$ cat src/rtl/dwf_pkg.sv
package dwf_pkg;
    typedef enum logic [2:0] {
        LVL_BAND0 = 3'b000,
        LVL_BAND1 = 3'b001,
        LVL_BAND2 = 3'b010,
        LVL_BAND3 = 3'b011,
        LVL_EMPTY = 3'b100,
        LVL_FULL  = 3'b101
    } lvl_code_e;

    localparam logic [7:0] CFG_ERR_EN   = 8'h80;
    localparam logic [7:0] CFG_BUFFERED = 8'h04;
    localparam logic [7:0] CFG_THR_SEL  = 8'h03;
    localparam logic [7:0] CFG_WRITABLE = CFG_ERR_EN | CFG_BUFFERED | CFG_THR_SEL;
endpackage

$ cat src/rtl/dwf_store.sv
module dwf_store #(
    parameter int DATA_W = 32,
    parameter int DEPTH  = 16,
    localparam int AW    = $clog2(DEPTH)
) (
    input  logic              clk,
    input  logic              wr_en,
    input  logic [AW-1:0]     wr_addr,
    input  logic [DATA_W-1:0] wr_data,
    input  logic [AW-1:0]     rd_addr,
    output logic [DATA_W-1:0] rd_data
);
    logic [DATA_W-1:0] mem_q [DEPTH];

    always_ff @(posedge clk) begin
        if (wr_en) begin
            mem_q[wr_addr] <= wr_data;
        end
    end

    assign rd_data = mem_q[rd_addr];
endmodule

$ cat src/rtl/dwf_level.sv
module dwf_level
    import dwf_pkg::*;
#(
    parameter int DEPTH = 16,
    localparam int CW   = $clog2(DEPTH + 1),
    localparam int QUART = DEPTH / 4
) (
    input  logic [CW-1:0] count,
    input  logic [1:0]    thr_sel,
    input  logic          buffered,
    output lvl_code_e     code,
    output logic          req
);
    logic [CW:0]   thr;
    logic [CW-1:0] band;

    always_comb begin
        // threshold is (sel + 1) quarters of the depth
        thr  = (CW+1)'(thr_sel) * (CW+1)'(QUART) + (CW+1)'(QUART);
        band = count / CW'(QUART);
        req  = buffered && ({1'b0, count} >= thr);
        if (count == '0) begin
            code = LVL_EMPTY;
        end else if (count == CW'(DEPTH)) begin
            code = LVL_FULL;
        end else begin
            code = lvl_code_e'({1'b0, band[1:0]});
        end
    end
endmodule

$ cat src/rtl/dwf_word_fifo.sv
module dwf_word_fifo
    import dwf_pkg::*;
#(
    parameter int DATA_W = 32,
    parameter int DEPTH  = 16,
    localparam int AW    = $clog2(DEPTH),
    localparam int CW    = $clog2(DEPTH + 1)
) (
    input  logic              clk,
    input  logic              rst_n,
    input  logic [7:0]        cfg_i,
    input  logic              push_i,
    input  logic [DATA_W-1:0] push_data_i,
    input  logic              pop_i,
    output logic [DATA_W-1:0] pop_data_o,
    output logic              out_valid_o,
    output logic [2:0]        level_code_o,
    output logic              thresh_req_o,
    output logic              fifo_err_o
);
    typedef struct packed {
        logic [AW-1:0] wr_ptr;
        logic [AW-1:0] rd_ptr;
        logic [CW-1:0] count;
        logic          err;
    } state_t;

    state_t st_d, st_q;

    logic              buffered, err_en;
    logic [1:0]        thr_sel;
    logic              full, empty, bad, do_push, do_pop;
    logic [DATA_W-1:0] rd_data;
    lvl_code_e         code;

    always_comb begin
        // only the writable bits survive the mask
        buffered = ((cfg_i & CFG_WRITABLE & CFG_BUFFERED) != '0);
        err_en   = ((cfg_i & CFG_WRITABLE & CFG_ERR_EN) != '0);
        thr_sel  = 2'(cfg_i & CFG_WRITABLE & CFG_THR_SEL);

        full    = (st_q.count == CW'(DEPTH));
        empty   = (st_q.count == '0);
        bad     = buffered && ((push_i && full) || (pop_i && empty));
        do_push = buffered && push_i && !bad;
        do_pop  = buffered && pop_i && !bad;

        st_d = st_q;
        if (do_push) begin
            st_d.wr_ptr = st_q.wr_ptr + AW'(1);
        end
        if (do_pop) begin
            st_d.rd_ptr = st_q.rd_ptr + AW'(1);
        end
        case ({do_push, do_pop})
            2'b10:   st_d.count = st_q.count + CW'(1);
            2'b01:   st_d.count = st_q.count - CW'(1);
            default: st_d.count = st_q.count;
        endcase
        st_d.err = bad && err_en;
    end

    always_ff @(posedge clk or negedge rst_n) begin
        if (!rst_n) begin
            st_q <= '0;
        end else begin
            st_q <= st_d;
        end
    end

    dwf_store #(.DATA_W(DATA_W), .DEPTH(DEPTH)) u_store (
        .clk     (clk),
        .wr_en   (do_push),
        .wr_addr (st_q.wr_ptr),
        .wr_data (push_data_i),
        .rd_addr (st_q.rd_ptr),
        .rd_data (rd_data)
    );

    dwf_level #(.DEPTH(DEPTH)) u_level (
        .count    (st_q.count),
        .thr_sel  (thr_sel),
        .buffered (buffered),
        .code     (code),
        .req      (thresh_req_o)
    );

    assign level_code_o = code;
    assign pop_data_o   = buffered ? rd_data : push_data_i;
    assign out_valid_o  = buffered ? !empty : push_i;
    assign fifo_err_o   = st_q.err;
endmodule

$ cat config.mk
export PLATFORM = sky130hd
export DESIGN_NAME = dwf_word_fifo
export DESIGN_NICKNAME = d
export VERILOG_FILES = /design/src/rtl/dwf_pkg.sv /design/src/rtl/dwf_store.sv /design/src/rtl/dwf_level.sv /design/src/rtl/dwf_word_fifo.sv
export SDC_FILE = /design/constraint.sdc
export NUM_CORES = 1
export LEC_CHECK = 0
export BUFFER_PORTS_ARGS = -buffer_cell sky130_fd_sc_hd__buf_2
export CAP_MARGIN = 20
export CORE_MARGIN = 2
export CORE_UTILIZATION = 50
export CTS_CLUSTER_DIAMETER = 120
export DETAILED_ROUTE_END_ITERATION = 12
export GPL_TIMING_DRIVEN = 0
export PLACE_DENSITY_LB_ADDON = 0.1
export SETUP_SLACK_MARGIN = 0.3
export SLEW_MARGIN = 20
export SYNTH_ARGS = -nofsm -noshare
export SYNTH_HDL_FRONTEND = slang
export SYNTH_HIERARCHICAL = 1
export SYNTH_SLANG_ARGS = --single-unit
$ cat constraint.sdc
create_clock -name clk -period 5.65 [get_ports clk]
set_input_delay 1.4125 -clock clk [delete_from_list [all_inputs] [get_ports clk]]
set_output_delay 1.4125 -clock clk [all_outputs]
set_load 0.05 [all_outputs]
== Yosys cells after proc, flatten, opt, wreduce, memory -nomap -nowiden ==
Memory sizes are Yosys's and may differ from the RTL's.
Cells that the tools add are included.

* Bits in registers: 14
* Memory bits (writable): 512
* Bits of input ports: 44
* Output and inout port bits: 38
* Word-level logic and storage cells: 35
* Memories kept: 1

* Add/subtract/negate cells: 5
* Magnitude comparators: 1
* Equal/unequal tests: 3
* Muxes and demuxes: 7
* Reduce and logical (&&, ||, !) cells: 14

{| class="wikitable"
|+ Memories
! name !! words !! width !! rd ports !! clocked after Yosys merged registers in !! wr ports !! line !! text
|-
| u_store.mem_q || 16 || 32 || 1 || 0 || 1 || dwf_store.sv:13 || <nowiki>logic [DATA_W-1:0] mem_q [DEPTH];</nowiki>
|}

{| class="wikitable"
|+ Operators by type and width
! cell !! number
|-
| $mux 32 || 1
|-
| $pmux 5 s2 || 1
|-
| $logic_and 1x1->1 || 9
|-
| $add 4x1->4 const B || 2
|-
| $ge 5x6->1 || 1
|-
| $mux 3 || 2
|-
| $add 4x3->5 const B || 1
|-
| $add 5x1->5 const B || 1
|-
| $eq 5x5->1 const B || 1
|-
| $logic_not 5->1 || 1
|-
| $sub 5x1->5 const B || 1
|-
| $mux 1 || 3
|-
| $eq 2x1->1 const B || 1
|-
| $eq 2x2->1 const B || 1
|-
| $logic_not 1->1 || 2
|-
| $reduce_bool 2->1 || 1
|-
| $logic_or 1x1->1 || 1
|}

== Depth between registers and ports, before layout ==
Gate-level depths: netlist of the first run.

* Word-level depth: 8
* Mapped depth: 11
* Mapped depth without buffers: 10

== Hierarchy ==
The synthesis of the first run kept the hierarchy.

{| class="wikitable"
|+ Modules (own cells, without submodules)
! module !! times used !! cells each !! area each (µm²) !! sequential area each (µm²)
|-
| dwf_store || 1 || 806 || 19213.4 || 15374.7
|-
| dwf_word_fifo || 1 || 107 || 1203.7 || 350.3
|-
| dwf_level || 1 || 18 || 125.1 || 0.0
|}

== Least setup slack after synthesis of the first run ==
No wires, ideal clock.

* Path type: in2reg
* Start point: input port pop_i
* End point: memory u_store.mem_q[0][0], enable pin
* Library setup time: 0.461 ns
* Arrival time: 4.686 ns
* Data required time: 5.189 ns
* Setup slack: 0.503 ns
* Cell stages on the path: 4
* Buffers on the path: 0
* Cells stage by stage: mux2_4 a21oi_4 or3b_2 nor3_1

* Word-level cells in the longest chain between the ends: 7

{| class="wikitable"
|+ RTL lines
! what !! line !! text
|-
| start, declared || dwf_word_fifo.sv:14 || <nowiki>input logic pop_i,</nowiki>
|-
| $logic_and 1x1->1 || dwf_word_fifo.sv:44 || <nowiki>bad = buffered && ((push_i && full) || (pop_i && empty));</nowiki>
|-
| $logic_or 1x1->1 || dwf_word_fifo.sv:44 ||
|-
| $logic_and 1x1->1 || dwf_word_fifo.sv:44 ||
|-
| $logic_not 1->1 || dwf_word_fifo.sv:45 || <nowiki>do_push = buffered && push_i && !bad;</nowiki>
|-
| $logic_and 1x1->1 || dwf_word_fifo.sv:45 ||
|-
| named net do_push || dwf_word_fifo.sv:32 || <nowiki>logic full, empty, bad, do_push, do_pop;</nowiki>
|-
| $mux 1 || dwf_store.sv:16 || <nowiki>if (wr_en) begin</nowiki>
|-
| $mux 1 (not written as such) || dwf_store.sv:17 || <nowiki>mem_q[wr_addr] <= wr_data;</nowiki>
|-
| end, declared || dwf_store.sv:13 ||
|}

The timed path passes the listed nets, and every way through them passes these cells.

== Final worst setup path of the first run ==
* Start point: register st_q[7] in the netlist's numbering
* End point: output port pop_data_o[0]

* Word-level cells in the longest chain between the ends: 2

{| class="wikitable"
|+ RTL lines
! what !! line !! text
|-
| start, declared || dwf_word_fifo.sv:28 || <nowiki>state_t st_d, st_q;</nowiki>
|-
| start signal, assigned || dwf_word_fifo.sv:67 || <nowiki>st_q <= st_d;</nowiki>
|-
| $mem_v2 16x32 || - ||
|-
| named net rd_data[0] || dwf_word_fifo.sv:33 || <nowiki>logic [DATA_W-1:0] rd_data;</nowiki>
|-
| $mux 32 || dwf_word_fifo.sv:89 || <nowiki>assign pop_data_o = buffered ? rd_data : push_data_i;</nowiki>
|-
| end, declared || dwf_word_fifo.sv:15 || <nowiki>output logic [DATA_W-1:0] pop_data_o,</nowiki>
|}

The timed path passes the listed nets, and every way through them passes these cells.

==> reports/metrics.cfg, run 1 <==
[yosys]
synthSimpleGateAreaFrac_pct = 2.02
yosysMostFrequentCell = edfxtp_1
synth_cell_type_count = 42
synthesis.nets = 986
synth_mux_area_share_pct = 16.1
synth.top_cell.area_share_pct = 74.8
synthAdderAreaFrac_pct = 0.707
synth_edf_count = 512
synth_area_leaders = edfxtp_1 75%, mux4_2 14%, a22oi_1 2.3%
synth_xor_area_share_pct = 0.384
synth_commonest_cells = 512 x edfxtp_1, 128 x mux4_2, 64 x a22oi_1
ys_seq_area_share_pct = 76.6
yosysTopAreaCell = edfxtp_1
ys_ff_latch = 526
netlist_instances = 931
synth_flop_cell = edfxtp_1
async_flop_share_pct = 2.66
synth_compound_gate_area_share_pct = 2.85
yosys_warnings = 6
syn_avg_cell_area_um2 = 22.1
syn_area_um2 = 20500
synth_top_family_by_area = multiplexers

[floorplanning]
die_h_um = 207
ios = 82
dieWidth_um = 207
core-area_um2 = 40600
initial_core_util_pct = 50.5
dieArea_um2 = 42700
rows = 74

[route]
detail_route.wl_per_cell_um = 27.0
drtPass1Iterations = 5
wirelength_mm = 45.0
vias_per_cell = 5.92
remaining_drc_errors = 0
drt_iter0_drc = 702
via_count = 9867
antenna_left = 0

[finish]
num_antenna_cells = 0
drive_above_1_share_pct = 35.1
finalNetCount = 1151
fin_util_pct = 58.9
nFillCells = 2929
syn2layout_area_growth_pct = 16.6
stdcell_area_um2 = 23900

[global_routing]
grt_first_pass_wirelength_mm = 66.5
overflow = 0
antenna_found_initial = 0
grt_usage_pct = 21.8
grt_pass1_vias = 10200
grt_max_degree = 19

[status]
status = complete, no violations

[critical_path]
critPathBufInv = 3
cp.required_ns = 4.24
crit_path_start_kind = register
r2r_setup_slack_ns = 2.55
crit_type = reg2out
cpMostUsedCell = buf_2
slowest_stage = buf_1
max_stage_delay_ns = 0.74
cp_top_family = buffers and inverters
r2r-start = st_q[5]
path_cells = buf_2 > buf_1 > mux4_2 > a22oi_1 > nand2_1 > mux2_2 > buf_2
end_kind = primary output
cp_max_fo = 10
worst_ep_arrival_time_ns = 3.39
worstReg2RegEnd = u_store/mem_q[12][15]
crit_start = st_q[7]
rr_worst_depth = 7

[clocking]
clkTransAtPathRegs_ns = 0.06
tritoncts = built
cts_repair_resize_count = 0
cts_setup_buffers = 0
clock-sinks = 526
clkLatencyLatePin_ns = 0.58
clockBufferDepth = 3
cts_htree_levels = 2
root_buffer = clkbuf_16
cts_buffers = 51
holdBufCountCts = 0

[sta]
finalHoldViolCount = 0
worst_pin_slew_ns = 0.948
relSlewSlack_pct = 36.8
final-setup-viol-count = 0
fin_crit_sh_pct = 85.0
fmax_mhz = 208
fin_skew_ns = 0.0172
fin_hold_ws_ns = 0.553
drv_slew = 0
rsz0062_at_grt = no
period_needed_ns = 4.80

[power]
powerDensity_nw_per_um2 = 497
ir_worst_vdd_v = 0.000542
p_leak_nw = 7.84

[placement]
numPortBuffers = 77
place_congestion = 0.727
dpl_cell_area_um2 = 22200
place_hpwl_mm = 28.4

[min_path]
hold_depth = 1
worstHoldStart = st_q[9]
hold_end = st_q[9]
min_path_type = reg2reg

[flow_run]
maxCapViolCount = 0

[routing by layer]
metal / GRT usage, % / vias to the layer above / share of wire [%]
met4: 5.72 / 0 / 1.8
met1: 32.1 / 5290 / 45
met3: 3.39 / 59 / 5.5
li1: - / 4260 / -
met2: 34.7 / 258 / 48
met5: 0 / - / 0
[registers in the layout, summed over array words and instances (netlist names)]
name / cells
fifo_err_o: 1
u_store/mem_q: 512
st_q: 13
[layout make-up]
| cell class | count | area (µm²) | area share [%] |
|---|---|---|---|
| Sequential cell | 526 | 15700 | 65.7 |
| Multi-Input combinational cell | 347 | 4640 | 19.4 |
| Clock buffer | 61 | 1340 | 5.61 |
| Timing Repair Buffer | 112 | 897 | 3.75 |
| Tap cell | 532 | 666 | 2.78 |
| Clock inverter | 32 | 385 | 1.61 |
| Buffer | 49 | 250 | 1.05 |
| Inverter | 9 | 33.8 | 0.141 |
[cells in the final DEF (no fill, tap or decap), drive strengths merged, types with 3 or more instances in the layout]
| cell type | instances |
|---|---|
| a21oi | 3 |
| a22oi | 64 |
| buf | 142 |
| bufinv | 9 |
| clkbuf | 80 |
| clkinv | 21 |
| dfrtp | 14 |
| edfxtp | 512 |
| ha | 10 |
| inv | 10 |
| mux2 | 35 |
| mux4 | 128 |
| nand2 | 42 |
| nand3b | 3 |
| nor2 | 15 |
| nor2b | 4 |
| nor3 | 6 |
| nor4 | 3 |
| o21ai | 4 |
| xnor2 | 5 |
| xor2 | 4 |
[cell families after synthesis]
logic type,after synthesis
AO/OA/AOI/OAI,77
XOR/XNOR,9
adder cells (fa/ha/maj),11
buffers and inverters,58
flip-flops,526
multiplexers,165
AND/OR/NAND/NOR,85
[power breakdown]
part / internal [mW] / switching [mW] / leakage (nW) / total (mW)
logic: 1.49 / 2.23 / 2.20 / 3.73
clock network: 2.10 / 1.40 / 0.854 / 3.51
registers: 4.52 / 0.133 / 4.78 / 4.66
[stage by stage]
step | TNS (ns) | setup WS [ns] | power, mW | cells
3_3_place_gp | -443.26 | -2.43 | 8.41 | 1540
2_1_floorplan | 0 | 0.503 | 7.39 | 931
3_5_place_dp | 0 | 1.29 | 8.53 | 1575
4_1_cts | 0 | 0.844 | 12.0 | 1668
6_report | 0 | 0.847 | 11.9 | 1668
5_1_grt | 0 | 0.721 | 12.4 | 1668
[how the worst max path moves through the flow]
stage,end,cells past startpoint
after floorplan,u_store/mem_q[0][0],4
after global placement,u_store/mem_q[0][16],6
after detailed placement,pop_data_o[23],5
after CTS,pop_data_o[0],7
after global routing,pop_data_o[0],7
final,pop_data_o[0],7
No activity file was read; power rests on OpenSTA's default activity.
==> run 2: changes to the inputs <==
--- a/config.mk
+++ b/config.mk
@@ -7,8 +7,10 @@
 export LEC_CHECK = 0
 export BUFFER_PORTS_ARGS = -buffer_cell sky130_fd_sc_hd__buf_2
 export CAP_MARGIN = 20
+export CELL_PAD_IN_SITES_DETAIL_PLACEMENT = 1
+export CELL_PAD_IN_SITES_GLOBAL_PLACEMENT = 2
 export CORE_MARGIN = 2
-export CORE_UTILIZATION = 50
+export CORE_UTILIZATION = 49
 export CTS_CLUSTER_DIAMETER = 120
 export DETAILED_ROUTE_END_ITERATION = 12
 export GPL_TIMING_DRIVEN = 0
==> run 2 against run 1 <==
Net effect:
- clock power down 3%
- die area up 2.0%
- highest routed layer unchanged
- critical path type unchanged
- sequential power about the same
- fmax down 1.3%
- sequential cell count unchanged
==> reports/metrics.cfg, run 2 (synthesis gave the netlist of run 1 again) <==
[finish]
finalNetCount = 1155  ; was 1151
finalNonFillerCells = 1684  ; was 1668
syn2layout_area_growth_pct = 16.5  ; was 16.6%
final_cell_mix = 512 x edfxtp_1, 128 x mux4_2, 85 x buf_2  ; unchanged
drive_above_1_share_pct = 33.9  ; was 35.1%
nFillCells = 3575  ; was 2929
fin_util_pct = 57.4  ; was 58.9%
regMostFlops = u_store/mem_q  ; unchanged
regArea_um2 = 15700  ; unchanged
mostFrequentLayoutCell = edfxtp_1  ; unchanged
largest_reg_flops = 512  ; unchanged
multiInputGateArea_um2 = 4640  ; unchanged

[power]
power_switching_mw = 3.88  ; was 3.77 mW
p_int_mw = 7.99  ; was 8.12 mW
combinationalPowerShare_pct = 32.0  ; was 31.4%
seqPwrFrac_pct = 39.3  ; was 39.2%
netSwitchingFraction_pct = 32.7  ; was 31.7%
ir_worst_vdd_v = 0.000355  ; was 0.000542 V
p_leak_nw = 7.81  ; was 7.84 nW
power.share.clock_pct = 28.7  ; was 29.5%
powerDensity_nw_per_um2 = 496  ; was 497 nW/µm²

[global_routing]
antenna_found_initial = 1  ; was 0
grt_usage_pct = 23.3  ; was 21.8%
overflow = 0  ; unchanged
grt_first_pass_wirelength_mm = 73.1  ; was 66.5 mm
grt_max_degree = 19  ; unchanged
grt_pass1_vias = 10700  ; was 10200

[clocking]
holdBufCountCts = 0  ; unchanged
clock-sinks = 526  ; unchanged
cts_setup_buffers = 0  ; unchanged
cts_buffers = 55  ; was 51
root_buffer = clkbuf_16  ; unchanged
clkLatencyLatePin_ns = 0.60  ; was 0.58 ns
cts_htree_levels = 2  ; unchanged
clkTransAtPathRegs_ns = 0.06  ; about the same
clockBufferDepth = 3  ; unchanged
tritoncts = built  ; unchanged
cts_repair_resize_count = 0  ; unchanged

[route]
drtPass1Iterations = 4  ; was 5
wirelength_mm = 48.9  ; was 45.0 mm
detail_route.wl_per_cell_um = 29.0  ; was 27.0 µm
via_count = 10000  ; was 9867
remaining_drc_errors = 0  ; unchanged
antenna_left = 0  ; unchanged
drt_iter0_drc = 608  ; was 702
vias_per_cell = 5.95  ; was 5.92

[critical_path]
worstReg2RegEnd = u_store/mem_q[0][15]  ; was u_store/mem_q[12][15]
cp_max_fo = 10  ; unchanged
crit_path_start_kind = register  ; unchanged
r2r-start = st_q[5]  ; unchanged
crit_start = st_q[7]  ; unchanged
crit_type = reg2out  ; unchanged
worst_ep_arrival_time_ns = 3.45  ; was 3.39 ns
cp.required_ns = 4.24  ; about the same
r2r_setup_slack_ns = 2.47  ; was 2.55 ns
setup.worst_path.end = pop_data_o[6]  ; was pop_data_o[0]
end_kind = primary output  ; unchanged
rr_worst_depth = 7  ; unchanged

[sta]
period_needed_ns = 4.86  ; was 4.80 ns
worst_pin_slew_ns = 0.953  ; was 0.948 ns
fin_skew_ns = 0.0120  ; was 0.0172 ns
rsz0062_at_grt = no  ; unchanged
drv_slew = 0  ; unchanged
setup_ws_ns = 0.785  ; was 0.847 ns
relSlewSlack_pct = 36.5  ; was 36.8%
fmax_mhz = 206  ; was 208 MHz
finalHoldViolCount = 0  ; unchanged
final-setup-viol-count = 0  ; unchanged
fin_crit_sh_pct = 86.1  ; was 85.0%

[floorplanning]
core-area_um2 = 41700  ; was 40600 µm²
die_h_um = 209  ; was 207 µm
dieArea_um2 = 43600  ; was 42700 µm²
dieWidth_um = 209  ; was 207 µm
rows = 75  ; was 74
initial_core_util_pct = 49.3  ; was 50.5%
ios = 82  ; unchanged

[placement]
place_hpwl_mm = 30.5  ; was 28.4 mm
pre_cts_ws_ns = 1.25  ; was 1.29 ns
place_congestion = 0.708  ; was 0.727
numPortBuffers = 77  ; unchanged
place_inst = 1582  ; was 1575

[flow_run]
maxCapViolCount = 0  ; unchanged

[min_path]
min_path_type = reg2reg  ; unchanged
worstHoldStart = st_q[13]  ; was st_q[9]
hold_depth = 1  ; unchanged

[status]
status = complete, no violations  ; unchanged

## run 2: metrics by stage
step	cell area, µm²	total power, mW	setup TNS (ns)	hold slack [ns]
after global placement	21600	8.45	-511.73	0.520
after floorplan	20500	7.39	0	0.492
after CTS	23900	12.0	0	0.545
after detailed placement	22200	8.60	0	0.532
after global routing	23900	12.4	0	0.572
final	23900	11.9	0	0.547
## run 2: worst min path at each step
stage | endpoint | slack [ns]
finish | st_q[13] | 0.55
global route | st_q[13] | 0.57
CTS | st_q[13] | 0.55
detailed placement | st_q[9] | 0.53
global placement | st_q[13] | 0.52
floorplan | st_q[13] | 0.49
## run 2: final cells by class
cell class | count | area share (%)
clock buffer | 72 | 6.02
sequential | 526 | 65.7
inverter | 9 | 0.141
antenna | 1 | 0.0105
tap | 539 | 2.82
buffer | 49 | 1.05
timing repair buffer | 112 | 3.81
multi-input combinational | 347 | 19.4
clock inverter | 29 | 1.03
## run 2: power by group through the flow
stage	clock network [mW]	logic [mW]	registers, mW
6_report	3.41	3.80	4.66
5_1_grt	3.62	4.07	4.69
4_1_cts	3.48	3.88	4.67
3_5_place_dp	0	3.85	4.74
3_3_place_gp	0	3.69	4.75
2_1_floorplan	0	2.68	4.71
## run 2: routing by layer
layer  global-route usage [%]  up-vias  part of all wire [%]
met4                     7.56        0                   2.3
li1                         -     4274                     -
met3                     3.10       64                   4.7
met1                     33.3     5402                    43
met2                     37.9      278                    50
met5                        0        -                     0
## run 2: worst max-delay path, cell delays in order (launching register included)
cell,delay (ns)
dfrtp_1,0.43
buf_2,0.35
buf_1,0.75
mux4_2,0.42
a22oi_1,0.25
nand2_1,0.15
mux2_2,0.28
buf_2,0.21
==> run 3: changes to the inputs <==
--- a/config.mk
+++ b/config.mk
@@ -5,12 +5,12 @@
 export SDC_FILE = /design/constraint.sdc
 export NUM_CORES = 1
 export LEC_CHECK = 0
-export BUFFER_PORTS_ARGS = -buffer_cell sky130_fd_sc_hd__buf_2
+export BUFFER_PORTS_ARGS = -buffer_cell sky130_fd_sc_hd__buf_4
 export CAP_MARGIN = 20
 export CELL_PAD_IN_SITES_DETAIL_PLACEMENT = 1
 export CELL_PAD_IN_SITES_GLOBAL_PLACEMENT = 2
 export CORE_MARGIN = 2
-export CORE_UTILIZATION = 49
+export CORE_UTILIZATION = 48
 export CTS_CLUSTER_DIAMETER = 120
 export DETAILED_ROUTE_END_ITERATION = 12
 export GPL_TIMING_DRIVEN = 0
@@ -19,5 +19,4 @@
 export SLEW_MARGIN = 20
 export SYNTH_ARGS = -nofsm -noshare
 export SYNTH_HDL_FRONTEND = slang
-export SYNTH_HIERARCHICAL = 1
 export SYNTH_SLANG_ARGS = --single-unit
==> run 3 against run 2 <==
Net effect:
- count of clock-buffer cells in the layout is 7 higher
- area after synthesis is 0.68% higher
- sequential cell count unchanged
- utilization is 1.5 points lower
==> reports/metrics.cfg, run 3 <==
[floorplanning]
die_h_um = 212  ; was 209 µm
rows = 76  ; was 75
core-area_um2 = 42800  ; was 41700 µm²
dieArea_um2 = 44800  ; was 43600 µm²
ios = 82  ; unchanged
initial_core_util_pct = 48.3  ; was 49.3%
dieWidth_um = 212  ; was 209 µm

[finish]
regMostFlops = u_store.mem_q  ; was u_store/mem_q
syn2layout_area_growth_pct = 15.7  ; was 16.5%
largest_reg_flops = 512  ; unchanged
num_antenna_cells = 0  ; was 1
final_cell_mix = 512 x edfxtp_1, 161 x mux2i_1, 105 x buf_4  ; was 512 x edfxtp_1, 128 x mux4_2, 85 x buf_2
finalNetCount = 1272  ; was 1155
mostFrequentLayoutCell = edfxtp_1  ; unchanged
drive_above_1_share_pct = 23.9  ; was 33.9%
stdcell_area_um2 = 23900  ; unchanged

[power]
power_mw = 11.7  ; was 11.9 mW
power.share.clock_pct = 28.1  ; was 28.7%
p_int_mw = 7.80  ; was 7.99 mW
combinationalPowerShare_pct = 32.4  ; was 32.0%
p_leak_nw = 8.17  ; was 7.81 nW
netSwitchingFraction_pct = 33.1  ; was 32.7%
seqPwrFrac_pct = 39.5  ; was 39.3%
powerDensity_nw_per_um2 = 488  ; was 496 nW/µm²
power_switching_mw = 3.87  ; was 3.88 mW
ir_worst_vdd_v = 0.000247  ; was 0.000355 V

[placement]
place_congestion = 0.730  ; was 0.708
numPortBuffers = 76  ; was 77
dpl_cell_area_um2 = 22300  ; was 22200 µm²
place_hpwl_mm = 31.0  ; was 30.5 mm

[yosys]
ys_seq_area_share_pct = 76.0  ; was 76.6%
yosysMostFrequentCell = edfxtp_1  ; unchanged
synth_area_leaders = edfxtp_1 74%, mux2i_1 7.8%, mux4_2 7.0%  ; was edfxtp_1 75%, mux4_2 14%, a22oi_1 2.3%
synth_flop_cell = edfxtp_1  ; unchanged
synth_cell_type_count = 40  ; was 42
syn_area_um2 = 20700  ; was 20500 µm²
synth_edf_count = 512  ; unchanged
synth_commonest_cells = 512 x edfxtp_1, 161 x mux2i_1, 64 x mux4_2, 64 x o22ai_1, 34 x clkbuf_1  ; was 512 x edfxtp_1, 128 x mux4_2, 64 x a22oi_1
synthesis.nets = 1098  ; was 986
async_flop_share_pct = 2.66  ; unchanged
yosys_warnings = 0  ; was 6
yosysTopAreaCell = edfxtp_1  ; unchanged
syn_avg_cell_area_um2 = 19.8  ; was 22.1 µm²
ys_ff_latch = 526  ; unchanged
netlist_instances = 1042  ; was 931
synth.top_cell.area_share_pct = 74.3  ; was 74.8%

[global_routing]
antenna_found_initial = 1  ; unchanged
grt_first_pass_wirelength_mm = 74.1  ; was 73.1 mm
grt_max_degree = 33  ; was 19
grt_usage_pct = 22.9  ; was 23.3%
overflow = 0  ; unchanged
grt_pass1_vias = 11300  ; was 10700

[critical_path]
path_cells = clkbuf_1 > clkbuf_1 > clkbuf_1 > a31oi_1 > buf_4  ; was buf_2 > buf_1 > mux4_2 > a22oi_1 > nand2_1 > mux2_2 > buf_2
cp.required_ns = 4.24  ; about the same
cp_max_fo = 10  ; unchanged
end_kind = primary output  ; unchanged
cp_top_family = buffers and inverters  ; unchanged
max_stage_delay_ns = 0.68  ; was 0.75 ns
critPathBufInv = 4  ; was 3
slowest_stage = clkbuf_1  ; was buf_1
worst_ep_arrival_time_ns = 3.65  ; was 3.45 ns
crit_type = in2out  ; was reg2out
crit_path_start_kind = primary input  ; was register
cpMostUsedCell = clkbuf_1  ; was buf_2

[clocking]
clkLatencyLatePin_ns = 0.59  ; was 0.60 ns
tritoncts = built  ; unchanged
holdBufCountCts = 0  ; unchanged
clock-sinks = 526  ; unchanged
cts_repair_resize_count = 0  ; unchanged
cts_htree_levels = 2  ; unchanged
root_buffer = clkbuf_16  ; unchanged
cts_buffers = 54  ; was 55
clkTransAtPathRegs_ns = 0.06  ; about the same
clockBufferDepth = 3  ; unchanged
cts_setup_buffers = 0  ; unchanged

[sta]
fmax_mhz = 198  ; was 206 MHz
rsz0062_at_grt = no  ; unchanged
relSlewSlack_pct = 32.7  ; was 36.5%
tns_ns = 0  ; unchanged
worst_pin_slew_ns = 1.01  ; was 0.953 ns
fin_skew_ns = 0.0167  ; was 0.0120 ns
period_needed_ns = 5.06  ; was 4.86 ns
finalHoldViolCount = 0  ; unchanged
fin_crit_sh_pct = 89.6  ; was 86.1%
final-setup-viol-count = 0  ; unchanged
drv_slew = 0  ; unchanged

[route]
remaining_drc_errors = 0  ; unchanged
via_count = 10700  ; was 10000
antenna_left = 0  ; unchanged
detail_route.wl_per_cell_um = 27.3  ; was 29.0 µm
vias_per_cell = 5.93  ; was 5.95
drt_iter0_drc = 991  ; was 608
drtPass1Iterations = 5  ; was 4
wirelength_mm = 49.3  ; was 48.9 mm

[status]
status = complete, no violations  ; unchanged

[min_path]
min_path_type = reg2reg  ; unchanged

[flow_run]
maxCapViolCount = 0  ; unchanged

[run 3: cell type report]
cell class,count,area (µm²)
timing repair buffer,118,888
tap,546,683
clock buffer,79,1490
sequential,526,15700
inverter,9,33.8
multi-input combinational,439,4680
fill,3812,18900
clock inverter,18,113
buffer,68,322
[run 3: metal layers]
| layer | global-route usage [%] | vias up | wire, µm |
|---|---|---|---|
| met5 | 0 | - | 13 |
| met4 | 5.95 | 2 | 948 |
| met3 | 3.46 | 69 | 2200 |
| met2 | 37.2 | 242 | 23800 |
| met1 | 32.9 | 5682 | 22400 |
| li1 | - | 4697 | - |
[run 3: worst paths after layout]
check                         start              to  slack [ns]  cells past startpoint
setup / recovery           cfg_i[2]  pop_data_o[13]        0.59                      5
hold / removal             st_q[12]        st_q[13]        0.62                      2
setup reg to reg            st_q[3]         st_q[5]        2.65                     11
hold reg to reg            st_q[12]        st_q[13]        0.62                      2
max in group asynchronous     rst_n        st_q[12]        4.78                      1
min in group asynchronous     rst_n         st_q[5]        0.68                      1
[run 3: logic make-up (layout without fill, tap and decap cells)]
| kind of cell | Yosys count | in the layout | share of synthesized area [%] |
|---|---|---|---|
| and+or+nand+nor | 44 | 44 | 1.38 |
| adders and majority gates | 12 | 12 | 0.726 |
| AOI/OAI and AO/OA | 143 | 143 | 4.73 |
| muxes | 227 | 227 | 14.9 |
| buffers and inverters | 77 | 292 | 1.71 |
| xor gates and xnor gates | 13 | 13 | 0.551 |
| DFF | 526 | 526 | 76.0 |
[run 3: per-stage QoR]
stage	util [%]	std cells	setup slack, ns	hold slack, ns
floorplan	-	1042	-0.134	0.519
global placement	51.3	1664	-4.03	0.597
detailed placement	52.2	1706	0.560	0.604
CTS	55.9	1803	0.558	0.621
global route	55.9	1803	0.494	0.646
finish	55.9	1803	0.589	0.616
[run 3: worst min-delay path: cells and delay by family, from the launching register on]
| kind | cells | cell delay [ns] |
|---|---|---|
| simple gates | 1 | 0.12 |
| flops | 1 | 0.40 |
| xor+xnor | 1 | 0.06 |
[run 3: power by group through the flow]
stage / sequential (mW) / combinational [mW] / clock (mW)
detailed placement: 4.69 / 3.82 / 0
global route: 4.63 / 4.03 / 3.48
floorplan: 4.67 / 2.62 / 0
global placement: 4.71 / 3.71 / 0
finish: 4.61 / 3.78 / 3.28
CTS: 4.61 / 3.83 / 3.34
